--- config.mk ---
export PLATFORM = sky130hd
export DESIGN_NAME = serial_nvram_slave
export DESIGN_NICKNAME = d
export VERILOG_FILES = /design/src/rtl/nvr_pkg.sv /design/src/rtl/nvr_sync.sv /design/src/rtl/nvr_seq.sv /design/src/rtl/nvr_regs.sv /design/src/rtl/serial_nvram_slave.sv
export SDC_FILE = /design/constraint.sdc
export NUM_CORES = 1
export LEC_CHECK = 0
export ABC_AREA = 1
export BUFFER_PORTS_ARGS = -buffer_cell sky130_fd_sc_hd__buf_2
export CORE_ASPECT_RATIO = 1.25
export CORE_MARGIN = 2
export CORE_UTILIZATION = 35
export DETAILED_ROUTE_END_ITERATION = 10
export HOLD_SLACK_MARGIN = 0.12
export PLACE_DENSITY = 0.59
export SLEW_MARGIN = 20
export SYNTH_ARGS = -nofsm -noshare
export SYNTH_HDL_FRONTEND = slang
export SYNTH_SLANG_ARGS = --single-unit
--- constraint.sdc ---
create_clock -name clk -period 7.3 [get_ports clk]
set_clock_uncertainty 0.2 [all_clocks]
set_input_delay 0 -clock clk [delete_from_list [all_inputs] [get_ports clk]]
set_output_delay 0 -clock clk [all_outputs]
set_load 0.05 [all_outputs]
--- src/rtl/nvr_pkg.sv ---
// Package: shared constants and widths for the serial NVRAM slave.
package nvr_pkg;
    localparam int          BYTE_W     = 8;
    localparam int          PHASE_W    = 5;
    localparam int          FRAME_BITS = 16;
    localparam int          CMD_BITS   = 8;
    localparam logic [7:0]  STAT_RESET = 8'h90;
    localparam logic [7:0]  EVT_MASK   = 8'h18;
    localparam logic [7:0]  CMD_STAT   = 8'h30;
    localparam logic [7:0]  CMD_ZERO2  = 8'h31;
    localparam logic [7:0]  ZERO_LO    = 8'h20;
    localparam logic [7:0]  ZERO_HI    = 8'h2F;
    localparam logic [7:0]  RAM_WR_BASE = 8'h80;
    localparam logic [7:0]  CMD_CTL    = 8'hB1;
    localparam int          CLR_BIT    = 2;
endpackage

--- src/rtl/nvr_sync.sv ---
// Module: nvr_sync
// Multi-stage synchronizer for a bundle of asynchronous single-bit lines.
// Assumes each line is quasi-static relative to clk (host bit-banging).
module nvr_sync #(
    parameter int WIDTH  = 3,
    parameter int STAGES = 2
) (
    input  logic             clk,
    input  logic             rst_n,
    input  logic [WIDTH-1:0] d_i,
    output logic [WIDTH-1:0] q_o
);
    logic [WIDTH-1:0] stg [STAGES];

    // Shift the asynchronous inputs through the flop chain.
    always_ff @(posedge clk) begin
        if (!rst_n) begin
            for (int i = 0; i < STAGES; i++) stg[i] <= '0;
        end else begin
            stg[0] <= d_i;
            for (int i = 1; i < STAGES; i++) stg[i] <= stg[i-1];
        end
    end

    assign q_o = stg[STAGES-1];
endmodule

--- src/rtl/nvr_seq.sv ---
// Module: nvr_seq
// Frame sequencer: detects falling serial-clock edges, counts phases 0..16,
// shifts command then value MSB first, and flags frame completion.
// Assumes sel, sclk and sdi are already synchronous to clk.
module nvr_seq
    import nvr_pkg::*;
(
    input  logic               clk,
    input  logic               rst_n,
    input  logic               sel_i,
    input  logic               sclk_i,
    input  logic               sdi_i,
    output logic [PHASE_W-1:0] phase_o,
    output logic [BYTE_W-1:0]  cmd_o,
    output logic               window_o,
    output logic [2:0]         bit_idx_o,
    output logic               commit_o,
    output logic [BYTE_W-1:0]  commit_val_o
);
    localparam logic [PHASE_W-1:0] PH_LAST = PHASE_W'(FRAME_BITS - 1);
    localparam logic [PHASE_W-1:0] PH_DONE = PHASE_W'(FRAME_BITS);
    localparam logic [PHASE_W-1:0] PH_DATA = PHASE_W'(CMD_BITS);

    logic               sclk_prev;
    logic               fall;
    logic [PHASE_W-1:0] phase;
    logic [BYTE_W-1:0]  cmd;
    logic [BYTE_W-1:0]  val;

    assign fall = sclk_prev & ~sclk_i;

    // Remember the previous clock level for edge detection.
    always_ff @(posedge clk) begin
        if (!rst_n) sclk_prev <= 1'b0;
        else        sclk_prev <= sclk_i;
    end

    // Advance the phase and shift bits on falling edges; clear when deselected.
    always_ff @(posedge clk) begin
        if (!rst_n || !sel_i) begin
            phase <= '0;
            cmd   <= '0;
            val   <= '0;
        end else if (fall && phase != PH_DONE) begin
            if (phase < PH_DATA) cmd <= {cmd[BYTE_W-2:0], sdi_i};
            else                 val <= {val[BYTE_W-2:0], sdi_i};
            phase <= phase + 1'b1;
        end
    end

    assign phase_o      = phase;
    assign cmd_o        = cmd;
    assign window_o     = sel_i && (phase >= PH_DATA) && (phase <= PH_LAST);
    assign bit_idx_o    = 3'd7 - phase[2:0];
    assign commit_o     = sel_i && fall && (phase == PH_LAST);
    assign commit_val_o = {val[BYTE_W-2:0], sdi_i};

    assert_phase_bound_R9: assert property (@(posedge clk) disable iff (!rst_n)
        phase <= PH_DONE);
    assert_abort_clear_R8: assert property (@(posedge clk) disable iff (!rst_n)
        !sel_i |=> (phase == '0 && cmd == '0 && val == '0));
    assert_edge_step_R2: assert property (@(posedge clk) disable iff (!rst_n)
        (sel_i && fall && phase != PH_DONE) |=> (phase == PHASE_W'($past(phase) + 1'b1)));
    assert_no_edge_hold_R2: assert property (@(posedge clk) disable iff (!rst_n)
        (sel_i && !fall) |=> $stable(phase));
endmodule

--- src/rtl/nvr_regs.sv ---
// Module: nvr_regs
// RAM, status byte and interrupt with command decode for reads and commits.
// Assumes commit_i is a single-cycle pulse at frame end.
module nvr_regs
    import nvr_pkg::*;
#(
    parameter int DEPTH = 32
) (
    input  logic              clk,
    input  logic              rst_n,
    input  logic [BYTE_W-1:0] cmd_i,
    input  logic              commit_i,
    input  logic [BYTE_W-1:0] commit_val_i,
    input  logic              evt_set_i,
    output logic [BYTE_W-1:0] rd_byte_o,
    output logic              rd_type_o,
    output logic              irq_o
);
    localparam int AW = $clog2(DEPTH);
    localparam logic [BYTE_W-1:0] DEPTH_B = BYTE_W'(DEPTH);

    logic [BYTE_W-1:0] mem [DEPTH];
    logic [BYTE_W-1:0] status;
    logic              irq;
    logic              wr_hit;
    logic              ctl_clr;
    logic [AW-1:0]     idx;

    assign idx     = cmd_i[AW-1:0];
    assign wr_hit  = commit_i && (cmd_i >= RAM_WR_BASE) && (cmd_i < RAM_WR_BASE + DEPTH_B);
    assign ctl_clr = commit_i && (cmd_i == CMD_CTL) && commit_val_i[CLR_BIT];

    // Store committed bytes into the RAM; clear it on reset.
    always_ff @(posedge clk) begin
        if (!rst_n) begin
            for (int i = 0; i < DEPTH; i++) mem[i] <= '0;
        end else if (wr_hit) begin
            mem[idx] <= commit_val_i;
        end
    end

    // Set or clear the pending-event bits and interrupt; set wins.
    always_ff @(posedge clk) begin
        if (!rst_n) begin
            status <= STAT_RESET;
            irq    <= 1'b0;
        end else if (evt_set_i) begin
            status <= status | EVT_MASK;
            irq    <= 1'b1;
        end else if (ctl_clr) begin
            status <= status & ~EVT_MASK;
            irq    <= 1'b0;
        end
    end

    // Select the byte a read-type command returns.
    always_comb begin
        if (cmd_i < DEPTH_B)          rd_byte_o = mem[idx];
        else if (cmd_i == CMD_STAT)   rd_byte_o = status;
        else                          rd_byte_o = '0;
    end

    assign rd_type_o = (cmd_i < DEPTH_B) || (cmd_i == CMD_STAT) || (cmd_i == CMD_ZERO2)
                     || (cmd_i >= ZERO_LO && cmd_i <= ZERO_HI);
    assign irq_o = irq;

    assert_ram_commit_R4: assert property (@(posedge clk) disable iff (!rst_n)
        wr_hit |=> mem[$past(idx)] == $past(commit_val_i));
    assert_irq_bits_R10: assert property (@(posedge clk) disable iff (!rst_n)
        irq |-> (status & EVT_MASK) == EVT_MASK);
    assert_clear_R11: assert property (@(posedge clk) disable iff (!rst_n)
        (ctl_clr && !evt_set_i) |=> (!irq && (status & EVT_MASK) == '0));
    assert_other_bits_R12: assert property (@(posedge clk) disable iff (!rst_n)
        (status & ~EVT_MASK) == (STAT_RESET & ~EVT_MASK));
endmodule

--- src/rtl/serial_nvram_slave.sv ---
// Module: serial_nvram_slave
// Top: synchronizes the three host lines, sequences frames, and serves the
// RAM, status and control commands. Assumes host lines change slowly
// compared with clk (several clocks per serial clock level).
module serial_nvram_slave
    import nvr_pkg::*;
#(
    parameter int DEPTH       = 32,
    parameter int SYNC_STAGES = 2
) (
    input  logic clk,
    input  logic rst_n,
    input  logic host_sel_i,
    input  logic host_sclk_i,
    input  logic host_sdata_i,
    input  logic evt_force_i,
    output logic slv_sdata_o,
    output logic slv_sdata_oe_o,
    output logic evt_irq_o
);
    logic [2:0]         sync_q;
    logic [PHASE_W-1:0] phase;
    logic [BYTE_W-1:0]  cmd;
    logic               window;
    logic [2:0]         bit_idx;
    logic               commit;
    logic [BYTE_W-1:0]  commit_val;
    logic [BYTE_W-1:0]  rd_byte;
    logic               rd_type;

    nvr_sync #(.WIDTH(3), .STAGES(SYNC_STAGES)) u_sync (
        .clk   (clk),
        .rst_n (rst_n),
        .d_i   ({host_sel_i, host_sclk_i, host_sdata_i}),
        .q_o   (sync_q)
    );

    nvr_seq u_seq (
        .clk          (clk),
        .rst_n        (rst_n),
        .sel_i        (sync_q[2]),
        .sclk_i       (sync_q[1]),
        .sdi_i        (sync_q[0]),
        .phase_o      (phase),
        .cmd_o        (cmd),
        .window_o     (window),
        .bit_idx_o    (bit_idx),
        .commit_o     (commit),
        .commit_val_o (commit_val)
    );

    nvr_regs #(.DEPTH(DEPTH)) u_regs (
        .clk          (clk),
        .rst_n        (rst_n),
        .cmd_i        (cmd),
        .commit_i     (commit),
        .commit_val_i (commit_val),
        .evt_set_i    (evt_force_i),
        .rd_byte_o    (rd_byte),
        .rd_type_o    (rd_type),
        .irq_o        (evt_irq_o)
    );

    assign slv_sdata_oe_o = window && rd_type;
    assign slv_sdata_o    = slv_sdata_oe_o && rd_byte[bit_idx];

    assert_oe_window_R7: assert property (@(posedge clk) disable iff (!rst_n)
        slv_sdata_oe_o |-> (phase >= PHASE_W'(8) && phase <= PHASE_W'(15) && sync_q[2]));
    assert_data_quiet_R7: assert property (@(posedge clk) disable iff (!rst_n)
        !slv_sdata_oe_o |-> !slv_sdata_o);
endmodule

==> results.md, run 1 <==
| Metric | Reported | Unit |
|---|---|---|
| Vias per std cell | 5.07 | - |
| CP dominant cell by count | sky130_fd_sc_hd__nand2_1 | - |
| Shortest clock period the worst path allows after layout | 4.05 | ns |
| Type of the most critical hold path | reg -> reg | - |
| CTS tree | built | - |
| IR drop worst, VDD | 0.000154 | V |
| Area of all placed cells without fillers | 14500 | um^2 |
| Routed via count | 9571 | - |
| Hpwl dp | 21.3 | mm |
| Clock tree root driver cell | sky130_fd_sc_hd__clkbuf_16 | - |
| Count of endpoints failing hold in the final timing report | 0 | - |
| Count of pins on the block boundary | 9 | - |
| Clock edge transition at the registers on the reported setup and hold paths | 0.06 | ns |
| Req. time, crit path | 7.10 | ns |
| Synthesis Warnings | 0 | - |
| Layout Nets | 1391 | - |
| Layout cell share with drive strength beyond 1 | 0.0756 | - |
| Non-filler instance count after layout | 1888 | - |
| Sum of overflow across all layers after global routing | 0 | - |
| Leading cell type in the layout, fill and taps excluded | sky130_fd_sc_hd__nand2_1 | - |
| Post-synth cell types | 27 | - |
| Count of instances resized after the clock tree is built | 0 | - |
| Final weighted congestion of routability-driven global placement | 0.899 | - |
| Clock Latency Late Sink | 0.54 | ns |
| H-tree lvl count | 1 | - |
| Global-route usage over all layers | 0.174 | - |
| Die X-Extent | 177 | um |
| Achievable clock frequency | 247 | MHz |
| Core area | 37200 | um^2 |
| Critical Path Sink | slv_sdata_o | - |
| Cells on worst reg2reg path | 10 | - |
| Number of global-route vias before repair | 9299 | - |
| Share of the yosys chip area belonging to registers | 0.637 | - |
| Number of buffers created by CTS | 27 | - |
| Flops & latches, synth | 290 | - |
| Critical path fanouts, max | 64 | - |
| Cell with the biggest individual delay on the critical path | sky130_fd_sc_hd__buf_4 | - |
| Minimum setup slack among reg-to-reg paths | 3.87 | ns |
| Drt first-iter violations | 933 | - |
| Number of nets with antenna violations after routing | 0 | - |
| Number of buffers inserted to repair setup after CTS | 0 | - |
| Number of fill cells | 3742 | - |
| Sort of element at the start of the critical path | flop | - |
| Initial antenna violation count | 0 | - |
| Final setup violation count | 0 | - |
| Largest net degree at the start of global routing | 94 | - |
| Power density over the cells | 234 | nW/um^2 |
| Number of diodes added for antenna fixing | 0 | - |
| Vertical die dimension | 221 | um |
| Floorplan die area | 39100 | um^2 |
| Final worst slack | 3.25 | ns |
| Slowest stage delay, CP | 0.64 | ns |
| Effective utilization at floorplan | 0.354 | - |
| Endpoint arrival time on the critical path | 3.85 | ns |
| Slew margin rel. | 0.336 | - |
| Worst hold margin | 0.213 | ns |
| Area growth from synthesis to layout | 10.2 | % |
| RSZ-0062 raised after global routing | no | - |
| Post-Syn Instances | 1402 | - |
| Pre-antenna DRT Iters | 5 | - |
| Run status | completed | - |
| Netlist Area Pre-Place | 13100 | um^2 |
| Setup Slack @ Placement | 3.81 | ns |
| Cell chain of the critical path | inv_4, buf_4, nand2_1, nand3_1, nand2_1, nand2_1, nand3_1, nand3_1, nand3_1, nand2_1, nand2_1, a21oi_1, nor2_1, nor2_1, buf_2 | - |
| Hold_sp | u_sync.stg[0][0] | - |
| Endpoint of the most critical register-to-register path | u_regs.mem[25][3] | - |
| Total Neg Setup Slack | 0 | ns |
| Kind of capture point of the worst setup path | output pin | - |
| Worst R2R Start | u_seq.phase_o[1] | - |
| Instance area at placement | 13500 | um^2 |
| Number of slew-limit violations in the final report | 0 | - |
| Most used cells in the layout excluding fill and tap cells | 391 x sky130_fd_sc_hd__nand2_1, 282 x sky130_fd_sc_hd__nor2_1, 256 x sky130_fd_sc_hd__edfxtp_1, 195 x sky130_fd_sc_hd__nand3_1, 38 x sky130_fd_sc_hd__inv_1 | - |
| I/O Buffers | 8 | - |
| Number of placed instances with taps included | 1826 | - |
| MaxCap Viol Count | 0 | - |
| Total wire length | 33.7 | mm |
| Number of sinks handled by clock tree synthesis | 290 | - |
| Synthesized net count | 1411 | - |
| Standby leakage power | 0.00510 | uW |
| Row count | 79 | - |
| Critical path class | reg -> out | - |
| # DRC | 0 | - |
| Post-synthesis average cell area | 9.38 | um^2 |
| Share of the clock period used by the worst path after layout | 0.554 | - |
| Worst-case clock buffer depth | 3 | - |
| Least-Margin Pin Slew | 0.996 | ns |
| Global-route wire length before repair | 52.1 | mm |
| Mean routed wirelength per cell | 17.9 | um |
==> layer usage <==
metal | vias up | share of wire | GRT usage | wire length, um
li1 | 4619 | - | - | -
met1 | 4591 | 0.40 | 0.212 | 13400
met2 | 297 | 0.52 | 0.312 | 17400
met3 | 64 | 0.052 | 0.0199 | 1760
met4 | 0 | 0.034 | 0.0694 | 1140
met5 | - | 0 | 0 | 0
==> cells in the mapped netlist <==
library cell / n / area share
sky130_fd_sc_hd__nor4_1: 1 / 0.00048
sky130_fd_sc_hd__nand2_2: 32 / 0.015
sky130_fd_sc_hd__inv_2: 2 / 0.00057
sky130_fd_sc_hd__buf_4: 12 / 0.0069
sky130_fd_sc_hd__o22ai_1: 4 / 0.0019
sky130_fd_sc_hd__o21ai_0: 25 / 0.0095
sky130_fd_sc_hd__nand3_1: 195 / 0.074
sky130_fd_sc_hd__nor2_1: 282 / 0.081
sky130_fd_sc_hd__dfxtp_1: 34 / 0.052
sky130_fd_sc_hd__clkinv_1: 5 / 0.0014
sky130_fd_sc_hd__nor3_1: 9 / 0.0034
sky130_fd_sc_hd__buf_2: 21 / 0.0080
sky130_fd_sc_hd__inv_4: 1 / 0.00048
sky130_fd_sc_hd__a21oi_1: 26 / 0.0099
sky130_fd_sc_hd__buf_6: 3 / 0.0026
sky130_fd_sc_hd__o211ai_1: 2 / 0.0011
sky130_fd_sc_hd__ha_1: 3 / 0.0029
sky130_fd_sc_hd__a21boi_0: 1 / 0.00057
sky130_fd_sc_hd__o21ai_1: 3 / 0.0011
sky130_fd_sc_hd__nor3_4: 4 / 0.0049
sky130_fd_sc_hd__clkbuf_1: 47 / 0.013
sky130_fd_sc_hd__nor2_2: 1 / 0.00048
sky130_fd_sc_hd__nand4_1: 1 / 0.00048
sky130_fd_sc_hd__edfxtp_1: 256 / 0.58
sky130_fd_sc_hd__buf_1: 2 / 0.00057
sky130_fd_sc_hd__inv_1: 39 / 0.011
sky130_fd_sc_hd__nand2_1: 391 / 0.11
==> worst min-delay path by stage <==
stage	endpoint	slack (ns)	depth (start not counted)
final	u_sync.stg[0][3]	0.21	2
after CTS	u_sync.stg[0][5]	0.22	2
after detailed placement	u_sync.stg[0][1]	-0.008	3
after global placement	u_sync.stg[0][0]	-0.007	3
after global routing	u_sync.stg[0][3]	0.24	2
after floorplan	u_sync.stg[0][0]	-0.10	2
==> worst max-delay path: cells and delay by family, from the launching register on <==
kind	cells	cell delay, ns
buffers and inverters	3	1.50
AO/OA/AOI/OAI	1	0.13
flip-flops	1	0.48
AND/OR/NAND/NOR	11	1.12
==> repair_timing <==
action	in CTS	in global routing
hold buffers	13	0
endpoints found under the setup margin	0	0
endpoints found under the hold margin	9	0
==> final cells by class <==
cell class | instances | area (um^2) | area share
clock buffers | 32 | 724 | 0.0500
clock inverters | 17 | 131 | 0.00907
inverters | 47 | 179 | 0.0124
multi-input cells | 980 | 4190 | 0.289
flip-flops and latches | 290 | 8370 | 0.578
well taps | 486 | 608 | 0.0420
repair buffers | 36 | 283 | 0.0195
==> flip-flops by register name, summed over array words and instances (netlist names), named ones only <==
| name | count |
|---|---|
| u_seq.phase_o | 5 |
| u_regs.status | 1 |
| u_sync.stg | 6 |
| u_regs.irq_o | 1 |
| u_regs.mem | 256 |
| u_seq.val | 7 |
| u_seq.cmd_o | 8 |
| u_seq.sclk_prev | 1 |
==> cell families (layout without fill, tap and decap cells) <==
logic type               after synthesis  in the layout  share of synthesized area
AND/OR/NAND/NOR                      916            916                      0.291
AO/OA/AOI/OAI                         61             61                     0.0242
flip-flops                           290            290                      0.637
buffers and inverters                132            132                     0.0450
adder cells (fa/ha/maj)                3              3                    0.00286
==> power by group <==
part / switching, uW / internal (uW) / leakage (uW) / total, uW
sequential: 23.4 / 1870 / 0.00271 / 1900
combinational: 77.0 / 30.8 / 0.00198 / 108
clock: 608 / 775 / 0.000420 / 1380
==> metrics by stage <==
step                       util  total power [uW]
after floorplan               -              2000
after global placement    0.363              2030
after detailed placement  0.363              2040
after CTS                 0.390              3400
after global routing      0.390              3490
final                     0.390              3390
Power figures use the tool's default switching activity.
==> run 2: changes to the inputs <==
- PLACE_DENSITY: 0.59 -> 0.61
- clock period: 7.3 -> 3.36 ns (I/O delays scaled with it)
==> results.md, run 2 (synthesis gave the netlist of run 1 again) <==
| Metric | Reported | Unit | vs previous |
|---|---|---|---|
| Run status | completed | - |  |
| Number of diodes added for antenna fixing | 0 | - | unchanged |
| Switching power total | 1510 | uW | +110% |
| Combinational power share | 0.032 | - | about the same |
| Count of endpoints failing hold in the final timing report | 0 | - | unchanged |
| Setup Slack @ Placement | 0.221 | ns | -3.59 ns |
| Internal power | 5840 | uW | +120% |
| Critical path class | reg -> out | - |  |
| Slew margin rel. | 0.420 | - | +0.0836 |
| Final weighted congestion of routability-driven global placement | 0.893 | - | -0.63% |
| Type of the most critical hold path | reg -> reg | - |  |
| Endpoint arrival time on the critical path | 2.97 | ns | -0.88 ns |
| Layout Nets | 1411 | - | +1.4% |
| Achievable clock frequency | 315 | MHz |  |
| IR drop worst, VDD | 0.000393 | V | +160% |
| Vertical die dimension | 221 | um | unchanged |
| Final setup violation count | 0 | - | unchanged |
| Number of global-route vias before repair | 9295 | - | -0.043% |
| Register with the most flip-flops | u_regs.mem | - |  |
| Effective utilization at floorplan | 0.354 | - | unchanged |
| Endpoint of the most critical register-to-register path | u_regs.mem[2][1] | - |  |
| Global-route usage over all layers | 0.175 | - | +0.00141 |
| Number of fill cells | 3721 | - | -0.56% |
| Number of nets with antenna violations after routing | 0 | - | unchanged |
| Routed via count | 9562 | - | -0.094% |
| Least-Margin Pin Slew | 0.869 | ns | -0.126 ns |
| Vias per std cell | 5.02 | - | -1.0% |
| Critical path fanouts, max | 37 | - | -42% |
| Relative contribution of sequential cells to total power | 0.561 | - | about the same |
| Area taken by multi-input logic gates | 4190 | um^2 | unchanged |
| Area growth from synthesis to layout | 12.0 | % |  |
| Number of slew-limit violations in the final report | 0 | - | unchanged |
| Pre-antenna DRT Iters | 5 | - | unchanged |
| Core area | 37200 | um^2 | unchanged |
| Cells on worst reg2reg path | 11 | - | +1 |
| RSZ-0062 raised after global routing | yes | - |  |
| Proportion of total power due to net switching | 0.206 | - | -0.00364 |
| Die X-Extent | 177 | um | unchanged |
| Critical Path Sink | slv_sdata_o | - |  |
| Clock edge transition at the registers on the reported setup and hold paths | 0.07 | ns | about the same |
| Most used cells in the layout excluding fill and tap cells | 391 x sky130_fd_sc_hd__nand2_1, 282 x sky130_fd_sc_hd__nor2_1, 256 x sky130_fd_sc_hd__edfxtp_1, 195 x sky130_fd_sc_hd__nand3_1, 39 x sky130_fd_sc_hd__inv_1 | - |  |
| Floorplan die area | 39100 | um^2 | unchanged |
| CTS tree | built | - |  |
| Clock tree root driver cell | sky130_fd_sc_hd__clkbuf_16 | - |  |
| Initial antenna violation count | 0 | - | unchanged |
| Global-route wire length before repair | 51.9 | mm | -0.29% |
| Row count | 79 | - | unchanged |
| Shortest clock period the worst path allows after layout | 3.17 | ns |  |
| Non-filler instance count after layout | 1906 | - | +0.95% |
| Instance area at placement | 13700 | um^2 | +1.4% |
| Worst-case clock buffer depth | 3 | - | unchanged |
| Layout cell share with drive strength beyond 1 | 0.0866 | - | +0.0110 |
| Worst R2R Start | u_seq.phase_o[1] | - |  |
| Share of power burned in the clock network | 0.408 | - | about the same |
| I/O Buffers | 8 | - | unchanged |
| H-tree lvl count | 1 | - | unchanged |
| Share of the clock period used by the worst path after layout | 0.944 | - |  |
| Number of placed instances with taps included | 1843 | - | +0.93% |
| Number of buffers created by CTS | 27 | - | unchanged |
| Area of all placed cells without fillers | 14700 | um^2 | +1.7% |
| # DRC | 0 | - | unchanged |
| Number of sinks handled by clock tree synthesis | 290 | - | unchanged |
| Standby leakage power | 0.00524 | uW | +2.6% |
| Sort of element at the start of the critical path | flop | - |  |
| Clock Latency Late Sink | 0.55 | ns | about the same |
| Kind of capture point of the worst setup path | output pin | - |  |
| Count of pins on the block boundary | 9 | - | unchanged |
| Hpwl dp | 21.5 | mm | +0.97% |
| Mean routed wirelength per cell | 17.8 | um | -0.59% |
| MaxCap Viol Count | 0 | - | unchanged |
| Total Neg Setup Slack | 0 | ns | unchanged |
| Number of flip-flops in the largest register | 256 | - | unchanged |
| Final worst slack | 0.189 | ns | -3.06 ns |
| Minimum setup slack among reg-to-reg paths | 0.26 | ns | -3.61 ns |
| Largest net degree at the start of global routing | 67 | - | -29% |
| Drt first-iter violations | 870 | - | -6.8% |
| Power density over the cells | 499 | nW/um^2 | +110% |
| Area taken by flip-flops and latches | 8370 | um^2 | unchanged |
| Sum of overflow across all layers after global routing | 0 | - | unchanged |
| Leading cell type in the layout, fill and taps excluded | sky130_fd_sc_hd__nand2_1 | - |  |
| Total power | 7350 | uW | +120% |
| Req. time, crit path | 3.16 | ns | -3.94 ns |
| Total wire length | 33.9 | mm | +0.36% |
-- run 2: cell types whose count changed in the layout (fill, tap and decap cells not counted), sizes merged --
| cell | previous run | this run |
|---|---|---|
| buf | 23 | 42 |
| bufinv | 2 | 3 |
| clkbuf | 32 | 33 |
| clkinv | 18 | 15 |
| clkinvlp | 2 | 1 |
| inv | 42 | 43 |
-- run 2: repair_timing --
action | CTS | global route
buffers inserted | 1 | 2
hold buffers | 13 | 0
pin swaps | 0 | 1
hold endpoints to repair | 9 | 0
cloned | 0 | 0
endpoints found under the setup margin | 1 | 41
resized for setup | 0 | 4
-- run 2: how the worst min path moves through the flow --
stage                                 from          endpoint  slack, ns  depth (start not counted)
after floorplan               host_sdata_i  u_sync.stg[0][0]      -0.10                          2
after global placement        host_sdata_i  u_sync.stg[0][0]      -0.02                          3
after detailed placement       host_sclk_i  u_sync.stg[0][1]      -0.01                          3
after CTS                 u_sync.stg[0][4]   u_seq.sclk_prev       0.22                          2
after global routing      u_sync.stg[0][4]   u_seq.sclk_prev       0.24                          2
final                     u_sync.stg[0][4]   u_seq.sclk_prev       0.22                          2
-- run 2: through the flow --
step / util / hold slack (ns)
5_1_grt: 0.396 / 0.237
2_1_floorplan: - / -0.102
3_3_place_gp: 0.368 / -0.0174
6_report: 0.396 / 0.221
4_1_cts: 0.395 / 0.223
3_5_place_dp: 0.368 / -0.0131
-- run 2: layout make-up --
class                           instances  area share
Sequential cell                       290       0.569
Clock buffer                           32      0.0472
Tap cell                              486      0.0413
Multi-Input combinational cell        980       0.284
Timing Repair Buffer                   56      0.0357
Clock inverter                         15      0.0105
Inverter                               47      0.0125
-- run 2: worst max-delay path, cell delays in order, from the launching register on --
cell and delay, ns:
sky130_fd_sc_hd__dfxtp_2 0.34, sky130_fd_sc_hd__inv_2 0.53, sky130_fd_sc_hd__buf_4 0.34, sky130_fd_sc_hd__nand3_1 0.12
sky130_fd_sc_hd__nand2_1 0.09, sky130_fd_sc_hd__nand2_1 0.07, sky130_fd_sc_hd__nand3_1 0.12, sky130_fd_sc_hd__nand3_1 0.10
sky130_fd_sc_hd__nand3_1 0.11, sky130_fd_sc_hd__nand2_1 0.05, sky130_fd_sc_hd__nand2_1 0.06, sky130_fd_sc_hd__nand2_1 0.07
sky130_fd_sc_hd__nand2_1 0.06, sky130_fd_sc_hd__nand2_1 0.04, sky130_fd_sc_hd__nand2_1 0.05, sky130_fd_sc_hd__nor2_1 0.05
sky130_fd_sc_hd__clkbuf_4 0.21
-- run 2: metal layers --
metal	GRT usage	wire, um	vias up
met5	0	0	-
met4	0.0790	1390	0
met3	0.0184	1920	84
met2	0.304	16700	332
met1	0.220	13900	4494
li1	-	-	4652
-- run 2: power by group through the flow --
stage	registers (uW)	logic, uW	clock network [uW]
finish	4120	234	3000
global route	4130	264	3160
CTS	4120	234	3030
detailed placement	4200	222	0
global placement	4190	220	0
floorplan	4180	157	0
==> run 3: changes to the inputs <==
--- a/config.mk
+++ b/config.mk
@@ -14,3 +14,3 @@
 export HOLD_SLACK_MARGIN = 0.12
-export PLACE_DENSITY = 0.61
+export PLACE_DENSITY = 0.59
 export SLEW_MARGIN = 20
==> constraint.sdc (replaced) <==
create_clock -name clk -period 3.8 [get_ports clk]
set_clock_uncertainty 0.2 [all_clocks]
set_input_delay 0 -clock clk [delete_from_list [all_inputs] [get_ports clk]]
set_output_delay 0 -clock clk [all_outputs]
set_load 0.02 [all_outputs]
==> results.md, run 3 (synthesis gave the netlist of run 1 again) <==
| Metric | Reported | Unit | vs previous |
|---|---|---|---|
| Run status | completed | - |  |
| Global-route wire length before repair | 54.4 | mm | +4.7% |
| Routed via count | 9921 | - | +3.8% |
| Layout Nets | 1428 | - | +1.2% |
| Die X-Extent | 177 | um | unchanged |
| Number of diodes added for antenna fixing | 0 | - | unchanged |
| Internal power | 5320 | uW | -8.9% |
| Slew margin rel. | 0.292 | - | -0.128 |
| Count of endpoints failing hold in the final timing report | 0 | - | unchanged |
| MaxCap Viol Count | 0 | - | unchanged |
| Least-Margin Pin Slew | 1.06 | ns | +0.192 ns |
| Switching power total | 1400 | uW | -7.3% |
| # DRC | 0 | - | unchanged |
| Leading cell type in the layout, fill and taps excluded | sky130_fd_sc_hd__nand2_1 | - |  |
| I/O Buffers | 8 | - | unchanged |
| Number of flip-flops in the largest register | 256 | - | unchanged |
| Clock edge transition at the registers on the reported setup and hold paths | 0.07 | ns | about the same |
| Area growth from synthesis to layout | 13.1 | % |  |
| Standby leakage power | 0.00530 | uW | +1.2% |
| Pre-antenna DRT Iters | 5 | - | unchanged |
| Sort of element at the start of the critical path | flop | - |  |
| Layout cell share with drive strength beyond 1 | 0.100 | - | +0.0134 |
| Clock tree root driver cell | sky130_fd_sc_hd__clkbuf_16 | - |  |
| Minimum setup slack among reg-to-reg paths | 0.59 | ns | +0.33 ns |
| CTS tree | built | - |  |
| Number of cells on the critical path | 15 | - | -1 |
| Hpwl dp | 23.0 | mm | +7.3% |
| Sum of overflow across all layers after global routing | 0 | - | unchanged |
| Power density over the cells | 452 | nW/um^2 | -9.5% |
| Combinational power share | 0.031 | - | about the same |
| Worst R2R Start | u_seq.phase_o[1] | - |  |
| Cell chain of the critical path | inv_6, buf_4, nand2_1, nand3_1, nand2_1, nand2_1, nand3_1, nand3_1, nand3_1, nand2_1, nand2_1, a21oi_1, nor2_1, nor2_1, buf_2 | - |  |
| Mean routed wirelength per cell | 18.5 | um | +4.2% |
| Instance area at placement | 13800 | um^2 | +0.77% |
| Shortest clock period the worst path allows after layout | 3.46 | ns |  |
| H-tree lvl count | 1 | - | unchanged |
| Endpoint arrival time on the critical path | 3.26 | ns | +0.29 ns |
| Register with the most flip-flops | u_regs.mem | - |  |
| Relative contribution of sequential cells to total power | 0.543 | - | -0.018 |
| Global-route usage over all layers | 0.184 | - | +0.00924 |
| Initial antenna violation count | 0 | - | unchanged |
| Worst path buffer plus inverter count | 3 | - | unchanged |
| Achievable clock frequency | 289 | MHz |  |
| Routed wl met3 | 2.19 | mm | +14% |
| Worst-case clock buffer depth | 3 | - | unchanged |
| Slowest stage delay, CP | 0.52 | ns | about the same |
| Cells on worst reg2reg path | 11 | - | unchanged |
| Core area | 37200 | um^2 | unchanged |
| Type of the most critical hold path | reg -> reg | - |  |
| Vias per std cell | 5.15 | - | +2.7% |
| Number of nets with antenna violations after routing | 0 | - | unchanged |
| Routed wl met2 | 17.8 | mm | +6.7% |
| Endpoint of the most critical register-to-register path | u_regs.mem[9][5] | - |  |
| Hold_sp | u_sync.stg[0][2] | - |  |
| Proportion of total power due to net switching | 0.209 | - | +0.00298 |
| Hold-critical path depth | 2 | - | unchanged |
| RSZ-0062 raised after global routing | no | - |  |
| Number of placed instances with taps included | 1862 | - | +1.0% |
| Number of sinks handled by clock tree synthesis | 290 | - | unchanged |
| Final weighted congestion of routability-driven global placement | 0.907 | - | +1.6% |
| Top layer reached by signal wires | met4 | - |  |
| Row count | 79 | - | unchanged |
| Worst-case hold path end point | u_sync.stg[0][5] | - |  |
| Kind of capture point of the worst setup path | output pin | - |  |
| Share of power burned in the clock network | 0.426 | - | +0.018 |
| Clock Latency Late Sink | 0.56 | ns | about the same |
| Count of pins on the block boundary | 9 | - | unchanged |
| Critical path class | reg -> out | - |  |
| IR drop worst, VDD | 0.000365 | V | -7.3% |
| Met1 layer wirelength in the final routing | 14.2 | mm | +2.5% |
| Floorplan die area | 39100 | um^2 | unchanged |
| Cell with the biggest individual delay on the critical path | sky130_fd_sc_hd__dfxtp_4 | - |  |
| Req. time, crit path | 3.60 | ns | +0.44 ns |
| Vertical die dimension | 221 | um | unchanged |
| Utilization after layout | 0.400 | - | +0.00387 |
| Number of global-route vias before repair | 9630 | - | +3.6% |
| Share of the clock period used by the worst path after layout | 0.911 | - |  |
| Most used cells in the layout excluding fill and tap cells | 391 x sky130_fd_sc_hd__nand2_1, 282 x sky130_fd_sc_hd__nor2_1, 256 x sky130_fd_sc_hd__edfxtp_1, 195 x sky130_fd_sc_hd__nand3_1, 48 x sky130_fd_sc_hd__buf_4 | - |  |
| Drt first-iter violations | 804 | - | -7.6% |
| Number of buffers created by CTS | 28 | - | +3.7% |
| Non-filler instance count after layout | 1926 | - | +1.0% |
| Final setup violation count | 0 | - | unchanged |
| Effective utilization at floorplan | 0.354 | - | unchanged |
| Number of fill cells | 3741 | - | +0.54% |
| Critical path fanouts, max | 56 | - | +51% |
| Area of all placed cells without fillers | 14900 | um^2 | +0.98% |
| Number of slew-limit violations in the final report | 0 | - | unchanged |
| CP dominant cell by count | sky130_fd_sc_hd__nand2_1 | - |  |
| Largest net degree at the start of global routing | 67 | - | unchanged |
| Cell family with most CP delay | simple AND/OR/NAND/NOR gates | - |  |
| Total wire length | 35.6 | mm | +5.3% |
| Total Neg Setup Slack | 0 | ns | unchanged |
run 3: timing repair:
| action | in CTS | in global routing |
|---|---|---|
| setup endpoints to repair | 0 | 1 |
| hold buffers | 13 | 0 |
| setup buffers | 0 | 0 |
| hold endpoints to repair | 9 | 0 |
| resized for setup | 0 | 2 |
run 3: per-stage QoR:
| step | hold WS (ns) | total power (uW) | worst slack [ns] |
|---|---|---|---|
| 2_1_floorplan | -0.102 | 3830 | 1.10 |
| 3_3_place_gp | -0.0145 | 3910 | 0.719 |
| 3_5_place_dp | -0.0125 | 3920 | 0.670 |
| 4_1_cts | 0.220 | 6750 | 0.202 |
| 5_1_grt | 0.229 | 6900 | 0.0375 |
| 6_report | 0.214 | 6720 | 0.340 |
run 3: worst register-to-register path: cells and delay by family, from the launching register on:
family	cells	cell delay (ns)
buf+inv	2	0.33
simple gates	7	1.47
fa+ha+maj	2	0.45
flops	1	0.41
run 3: cell type report:
class / count / area (um^2) / share of cell area
clock buffer: 39 / 793 / 0.0533
clock inverter: 12 / 146 / 0.00984
inverter: 47 / 181 / 0.0122
multi-input combinational: 980 / 4190 / 0.282
sequential: 290 / 8370 / 0.563
tap: 486 / 608 / 0.0409
timing repair buffer: 72 / 582 / 0.0391
run 3: routing by layer:
metal,GRT usage,vias up
li1,-,4688
met1,0.227,4771
met2,0.323,372
met3,0.0215,90
met4,0.0850,0
met5,0,-
run 3: power groups by stage:
| stage | clock (uW) | sequential [uW] | combinational, uW |
|---|---|---|---|
| floorplan | 0 | 3690 | 139 |
| global placement | 0 | 3710 | 200 |
| detailed placement | 0 | 3710 | 201 |
| CTS | 2890 | 3650 | 211 |
| global route | 3010 | 3660 | 233 |
| finish | 2860 | 3650 | 211 |
run 3: how the worst max path moves through the flow:
stage / end / slack [ns]
floorplan: u_regs.mem[4][0] / 1.10
global placement: u_regs.mem[9][3] / 0.72
detailed placement: u_regs.mem[9][0] / 0.67
CTS: slv_sdata_o / 0.20
global route: slv_sdata_o / 0.04
finish: slv_sdata_o / 0.34
